### src/rtl/seg_xlate_pkg.sv
package seg_xlate_pkg;
  typedef enum logic [1:0] {
    FLT_NONE = 2'b00,
    FLT_PROT = 2'b01,
    FLT_NP   = 2'b10
  } fault_e;

  typedef enum logic [1:0] {
    ST_IDLE,
    ST_CHECK,
    ST_WAIT,
    ST_EVAL
  } state_e;

  localparam int SEL_W     = 16;
  localparam int IDX_LSB   = 3;
  localparam int TI_BIT    = 2;
  localparam int DESC_W    = 64;
  localparam int SEG_LIM_W = 20;
  localparam int GRAN_SH   = 12;
  localparam int GRAN_BIT  = 55;
  localparam int PRES_BIT  = 47;
endpackage

### src/rtl/seg_sel_check.sv
module seg_sel_check
  import seg_xlate_pkg::*;
#(
  parameter int ADDR_W = 32,
  parameter int TLIM_W = 16
) (
  input  logic [SEL_W-1:0]  sel,
  input  logic [1:0]        cpl,
  input  logic [ADDR_W-1:0] gbase,
  input  logic [TLIM_W-1:0] glim,
  input  logic [ADDR_W-1:0] lbase,
  input  logic [TLIM_W-1:0] llim,
  output logic [ADDR_W-1:0] desc_addr,
  output fault_e            chk_fault
);
  localparam int IDX_W = SEL_W - IDX_LSB;
  localparam int OFS_W = IDX_W + 3;
  localparam int CMP_W = ((OFS_W > TLIM_W) ? OFS_W : TLIM_W) + 1;

  logic [IDX_W-1:0]  idx;
  logic              use_local;
  logic [1:0]        rpl;
  logic [ADDR_W-1:0] tbase;
  logic [TLIM_W-1:0] tlim;
  logic [CMP_W-1:0]  last_byte;
  logic [CMP_W-1:0]  lim_ext;

  assign idx       = sel[SEL_W-1:IDX_LSB];
  assign use_local = sel[TI_BIT];
  assign rpl       = sel[1:0];
  assign tbase     = use_local ? lbase : gbase;
  assign tlim      = use_local ? llim  : glim;
  assign last_byte = CMP_W'({idx, 3'b111});
  assign lim_ext   = CMP_W'(tlim);
  assign desc_addr = tbase + ADDR_W'({idx, 3'b000});

  always_comb begin
    if (cpl > rpl || last_byte > lim_ext) chk_fault = FLT_PROT;
    else                                  chk_fault = FLT_NONE;
  end
endmodule

### src/rtl/seg_desc_decode.sv
module seg_desc_decode
  import seg_xlate_pkg::*;
#(
  parameter int ADDR_W = 32
) (
  input  logic [DESC_W-1:0] desc,
  input  logic [ADDR_W-1:0] off,
  output logic [ADDR_W-1:0] lin,
  output fault_e            dec_fault
);
  localparam int EFF_W = SEG_LIM_W + GRAN_SH;

  logic [31:0]          base;
  logic [SEG_LIM_W-1:0] lim20;
  logic [EFF_W-1:0]     eff_lim;
  logic                 gran;
  logic                 present;
  logic                 unused_bits;

  assign base        = {desc[63:56], desc[39:16]};
  assign lim20       = {desc[51:48], desc[15:0]};
  assign gran        = desc[GRAN_BIT];
  assign present     = desc[PRES_BIT];
  assign eff_lim     = gran ? {lim20, {GRAN_SH{1'b1}}} : EFF_W'(lim20);
  assign lin         = ADDR_W'(base) + off;
  assign unused_bits = ^{desc[54:52], desc[46:40]};

  always_comb begin
    if (!present)                              dec_fault = FLT_NP;
    else if (EFF_W'(off) > eff_lim ||
             (ADDR_W > EFF_W && (off >> EFF_W) != '0)) dec_fault = FLT_PROT;
    else                                       dec_fault = FLT_NONE;
  end
endmodule

### src/rtl/seg_xlate.sv
module seg_xlate
  import seg_xlate_pkg::*;
#(
  parameter int ADDR_W = 32,
  parameter int TLIM_W = 16
) (
  input  logic              clk,
  input  logic              rst,
  input  logic              req_valid,
  output logic              req_ready,
  input  logic [15:0]       req_sel,
  input  logic [ADDR_W-1:0] req_off,
  input  logic [1:0]        cur_pl,
  input  logic [ADDR_W-1:0] gtab_base,
  input  logic [TLIM_W-1:0] gtab_lim,
  input  logic [ADDR_W-1:0] ltab_base,
  input  logic [TLIM_W-1:0] ltab_lim,
  output logic              mem_rd_en,
  output logic [ADDR_W-1:0] mem_addr,
  input  logic [63:0]       mem_rdata,
  output logic              done,
  output logic [ADDR_W-1:0] lin_addr,
  output logic [1:0]        fault
);
  state_e            state;
  logic [SEL_W-1:0]  sel_q;
  logic [ADDR_W-1:0] off_q;
  logic [1:0]        cpl_q;
  logic              rd_q;
  logic [ADDR_W-1:0] addr_q;
  logic              done_q;
  logic [ADDR_W-1:0] lin_q;
  fault_e            fault_q;

  logic [ADDR_W-1:0] desc_addr;
  fault_e            chk_fault;
  logic [ADDR_W-1:0] dec_lin;
  fault_e            dec_fault;

  seg_sel_check #(.ADDR_W(ADDR_W), .TLIM_W(TLIM_W)) u_chk (
    .sel       (sel_q),
    .cpl       (cpl_q),
    .gbase     (gtab_base),
    .glim      (gtab_lim),
    .lbase     (ltab_base),
    .llim      (ltab_lim),
    .desc_addr (desc_addr),
    .chk_fault (chk_fault)
  );

  seg_desc_decode #(.ADDR_W(ADDR_W)) u_dec (
    .desc      (mem_rdata),
    .off       (off_q),
    .lin       (dec_lin),
    .dec_fault (dec_fault)
  );

  always_ff @(posedge clk) begin
    if (rst) begin
      state   <= ST_IDLE;
      sel_q   <= '0;
      off_q   <= '0;
      cpl_q   <= '0;
      rd_q    <= 1'b0;
      addr_q  <= '0;
      done_q  <= 1'b0;
      lin_q   <= '0;
      fault_q <= FLT_NONE;
    end else begin
      done_q <= 1'b0;
      rd_q   <= 1'b0;
      case (state)
        ST_IDLE: begin
          if (req_valid) begin
            sel_q <= req_sel;
            off_q <= req_off;
            cpl_q <= cur_pl;
            state <= ST_CHECK;
          end
        end
        ST_CHECK: begin
          if (chk_fault != FLT_NONE) begin
            done_q  <= 1'b1;
            fault_q <= chk_fault;
            lin_q   <= '0;
            state   <= ST_IDLE;
          end else begin
            rd_q   <= 1'b1;
            addr_q <= desc_addr;
            state  <= ST_WAIT;
          end
        end
        ST_WAIT: state <= ST_EVAL;
        default: begin
          done_q  <= 1'b1;
          fault_q <= dec_fault;
          lin_q   <= (dec_fault == FLT_NONE) ? dec_lin : '0;
          state   <= ST_IDLE;
        end
      endcase
    end
  end

  assign req_ready = (state == ST_IDLE);
  assign mem_rd_en = rd_q;
  assign mem_addr  = addr_q;
  assign done      = done_q;
  assign lin_addr  = lin_q;
  assign fault     = fault_q;


  done_pulse_chk: assert property (@(posedge clk) disable iff (rst)
    done |=> !done);


  done_idle_chk: assert property (@(posedge clk) disable iff (rst)
    done |-> req_ready);


  busy_after_accept_chk: assert property (@(posedge clk) disable iff (rst)
    (req_valid && req_ready) |=> !req_ready);


  fault_zero_addr_chk: assert property (@(posedge clk) disable iff (rst)
    (done && fault != 2'b00) |-> lin_addr == '0);


  single_read_chk: assert property (@(posedge clk) disable iff (rst)
    mem_rd_en |=> (!mem_rd_en && !done));


  fault_code_legal_chk: assert property (@(posedge clk) disable iff (rst)
    done |-> fault != 2'b11);


  idle_no_read_chk: assert property (@(posedge clk) disable iff (rst)
    mem_rd_en |-> !req_ready);
endmodule

### config.mk
export PLATFORM = sky130hd
export DESIGN_NAME = seg_xlate
export DESIGN_NICKNAME = d
export VERILOG_FILES = /design/src/rtl/seg_xlate_pkg.sv /design/src/rtl/seg_sel_check.sv /design/src/rtl/seg_desc_decode.sv /design/src/rtl/seg_xlate.sv
export SDC_FILE = /design/constraint.sdc
export NUM_CORES = 1
export LEC_CHECK = 0
export ABC_AREA = 1
export ABC_CLOCK_PERIOD_IN_PS = 3400
export BUFFER_PORTS_ARGS = -buffer_cell sky130_fd_sc_hd__buf_2
export CORE_ASPECT_RATIO = 1.75
export CORE_MARGIN = 2
export CORE_UTILIZATION = 53
export DETAILED_ROUTE_END_ITERATION = 7
export PLACE_DENSITY = 0.82
export SLEW_MARGIN = 25
export SYNTH_ARGS = -nofsm -noshare
export SYNTH_HDL_FRONTEND = slang
export SYNTH_SLANG_ARGS = --single-unit
### constraint.sdc
create_clock -name clk -period 3.4 [get_ports clk]
set_clock_uncertainty 0.15 [all_clocks]
set_input_delay 0.51 -clock clk [delete_from_list [all_inputs] [get_ports clk]]
set_output_delay 0.51 -clock clk [all_outputs]
set_load 0.05 [all_outputs]
==> results.ini <==
[placement]
dp_hpwl_mm = 25.8
gp_congestion = 1.03
placed_cells = 1964
port-buffer-count = 271

[timing]
drv_slew = 0
tns_ns = 0
finalSetupViolCount = 0
post-route-min-period_ns = 3.05
rsz0062_at_grt = no
timing.fmax_ghz = 0.328
worst_pin_slew_ns = 0.664
slew-limit-headroom = 0.557
hold_viol_final = 0
post-route-period-util = 0.896

[logic_synthesis]
synth_top_family_by_area = simple AND/OR/NAND/NOR gates
synth_enable_flop_cells = 0
synth_ff_type = dfxtp_1
synthCells = 1491
synthMuxAreaShare = 0.0270
synth-compound-area-share = 0.140
synth-seq-area-share = 0.259
ys_warn_count = 0
syn_area_mm2 = 0.00926
synthXorXnorAreaFrac = 0.0227
netlist-cell-type-count = 40
ys_ff_latch = 120
synth_fp_nets = 1797
avgSynthCellArea_um2 = 6.21
synth-adder-area-share = 0.127
async_reset_ff_frac = 0
synthSimpleGateAreaFrac = 0.334

[die]
io_pins = 282
core_area_mm2 = 0.0173
die_area_mm2 = 0.0186
fp-row-count = 64
die_height_um = 179
initial_core_util = 0.535
die_width_um = 104

[cts]
cts_tree = yes
cts.sinks = 120
clkLatencyLatePin_ns = 0.43
postCtsSetupBuffers = 0
cts_resized = 0
root_buffer = clkbuf_16
clk_pin_slew_worst_paths_ns = 0.06
clockBufferDepth = 2
hold_buffers = 0
ctsHtreeMaxLevel = 4
numCtsBuffers = 17

[finish]
drive_above_1_share = 0.195
insertedDiodeCount = 0
fill_cells = 1649
area_growth_pct = 24.7
multi_input_area_mm2 = 0.00603
fin_nets = 2058
register_area_mm2 = 0.00240
fin_cells = 1996

[power_and_ir_drop]
p_per_area_mw_per_mm2 = 486
leakage_uw = 0.00639
ir_drop_v = 0.000350

[detailed_routing]
drtIter0Drc = 412
avgRoutedWirePerCell_um = 15.9
drc = 0
drt_first_pass_iters = 5
drt-total-wl_mm = 31.7
avgViaCountPerCell = 5.26
final_antenna_net_count = 0
vias = 10489

[critical_path]
worst_ep_required_time_ns = 3.60
cp-start-kind = flop
crit_type = reg -> reg
crit_path_end_kind = flop
critPathMaxFanout = 49
arrival_ns = 3.25

[global_routing]
grt_start_max_net_pins = 50
antenna_found_initial = 0
grt_pass1_wl_mm = 49.3
grt_pass1_vias = 10128
grt-ovfl-total = 0
grt_usage = 0.341

[outcome]
status = completed

[min_path]
holdCritPathClass = in -> reg

[run]
drv_cap = 0

[cells in the mapped netlist (3+ instances only)]
master	instances	area (um2)
xor2_1	12	105
ha_1	91	1140
o21ai_0	94	470
nand2_1	474	1780
nand2_2	3	18.8
o21ai_1	24	120
buf_1	5	18.8
nor2_1	194	728
nand4_1	10	62.6
buf_2	9	45.0
nor3_1	5	25.0
nand3_1	61	305
xnor2_1	12	105
or2_2	3	18.8
inv_2	9	33.8
o21bai_1	5	37.5
o2111ai_1	5	43.8
dfxtp_1	120	2400
nor3_2	4	40.0
a21oi_1	108	541
buf_4	5	37.5
o21a_1	4	30.0
mux2i_1	25	250
clkbuf_1	25	93.8
inv_1	158	593
nand3b_1	7	52.6
[logic make-up after synthesis]
logic type      count (synthesis)
fa+ha+maj                      93
simple gates                  769
buf+inv                       213
mux                            25
flops                         120
compound gates                247
xor+xnor                       24
[worst max-delay path, cell delays in order, from the launching register on]
cell,delay (ns)
dfxtp_2,0.36
buf_12,0.25
mux2i_1,0.13
ha_1,0.31
nand2_1,0.06
inv_1,0.06
nand3_1,0.14
nor3_1,0.26
nand2_1,0.07
nand2_1,0.19
nand3_2,0.18
inv_2,0.29
buf_12,0.24
o21ai_0,0.09
a21oi_1,0.16
[sequential cells by signal (all words and copies together) (netlist names)]
register / cells
lin_addr: 32
state: 2
sel_q: 16
off_q: 32
cpl_q: 2
mem_rd_en: 1
mem_addr: 32
fault: 2
done: 1
[where the power goes]
group	internal [uW]	switching, uW
clock	1410	728
sequential	1530	109
combinational	613	1230
[cell usage in the layout (no fill, tap or decap), drive strengths merged, types with 10 or more instances in the layout]
cell type,synthesis,layout
dfxtp,120,120
nand2,477,477
a21oi,108,108
ha,91,91
inv,167,172
xnor2,12,12
buf,19,286
nand4,10,10
nor2,195,195
o21ai,119,119
xor2,12,12
mux2i,25,25
clkbuf,25,19
nand3,63,63
[stage by stage]
| step | power [uW] | instance area (um2) | worst slack [ns] | utilization | hold slack [ns] |
|---|---|---|---|---|---|
| 3_3_place_gp | 3450 | 10900 | 0.113 | 0.628 | 0.284 |
| 4_1_cts | 5620 | 11500 | 0.357 | 0.667 | 0.170 |
| 3_5_place_dp | 3480 | 10900 | 0.0436 | 0.628 | 0.285 |
| 5_1_grt | 5900 | 11500 | 0.102 | 0.668 | 0.191 |
| 6_report | 5610 | 11500 | 0.353 | 0.668 | 0.177 |
| 2_1_floorplan | 2900 | 9260 | 0.524 | - | 0.283 |
[area by class of cell]
type / instances / area share
Inverter: 169 / 0.0549
Sequential cell: 120 / 0.208
Timing Repair Buffer: 286 / 0.130
Clock inverter: 13 / 0.0208
Clock buffer: 19 / 0.0384
Tap cell: 231 / 0.0250
Multi-Input combinational cell: 1158 / 0.522
[worst paths after layout]
check                                         startpoint                         to  slack, ns  depth (start not counted)
worst min-delay path                         req_sel[11]     sel_q[11]$_SDFFE_PP0P_       0.18                          3
worst min register to register  lin_addr[8]$_SDFFE_PP0P_   lin_addr[8]$_SDFFE_PP0P_       0.30                          2
worst max-delay path               sel_q[2]$_SDFFE_PP0P_  mem_addr[17]$_SDFFE_PP0P_       0.35                         14
worst max register to register     sel_q[2]$_SDFFE_PP0P_  mem_addr[17]$_SDFFE_PP0P_       0.35                         14
[routing by layer]
metal | vias up | wire length [um] | GRT usage | share of wire
li1 | 5331 | - | - | -
met1 | 4595 | 10300 | 0.300 | 0.32
met2 | 417 | 16800 | 0.670 | 0.53
met3 | 146 | 1800 | 0.0567 | 0.057
met4 | 0 | 2830 | 0.278 | 0.089
met5 | - | 0 | 0 | 0
No activity file was read; power rests on OpenSTA's default activity.
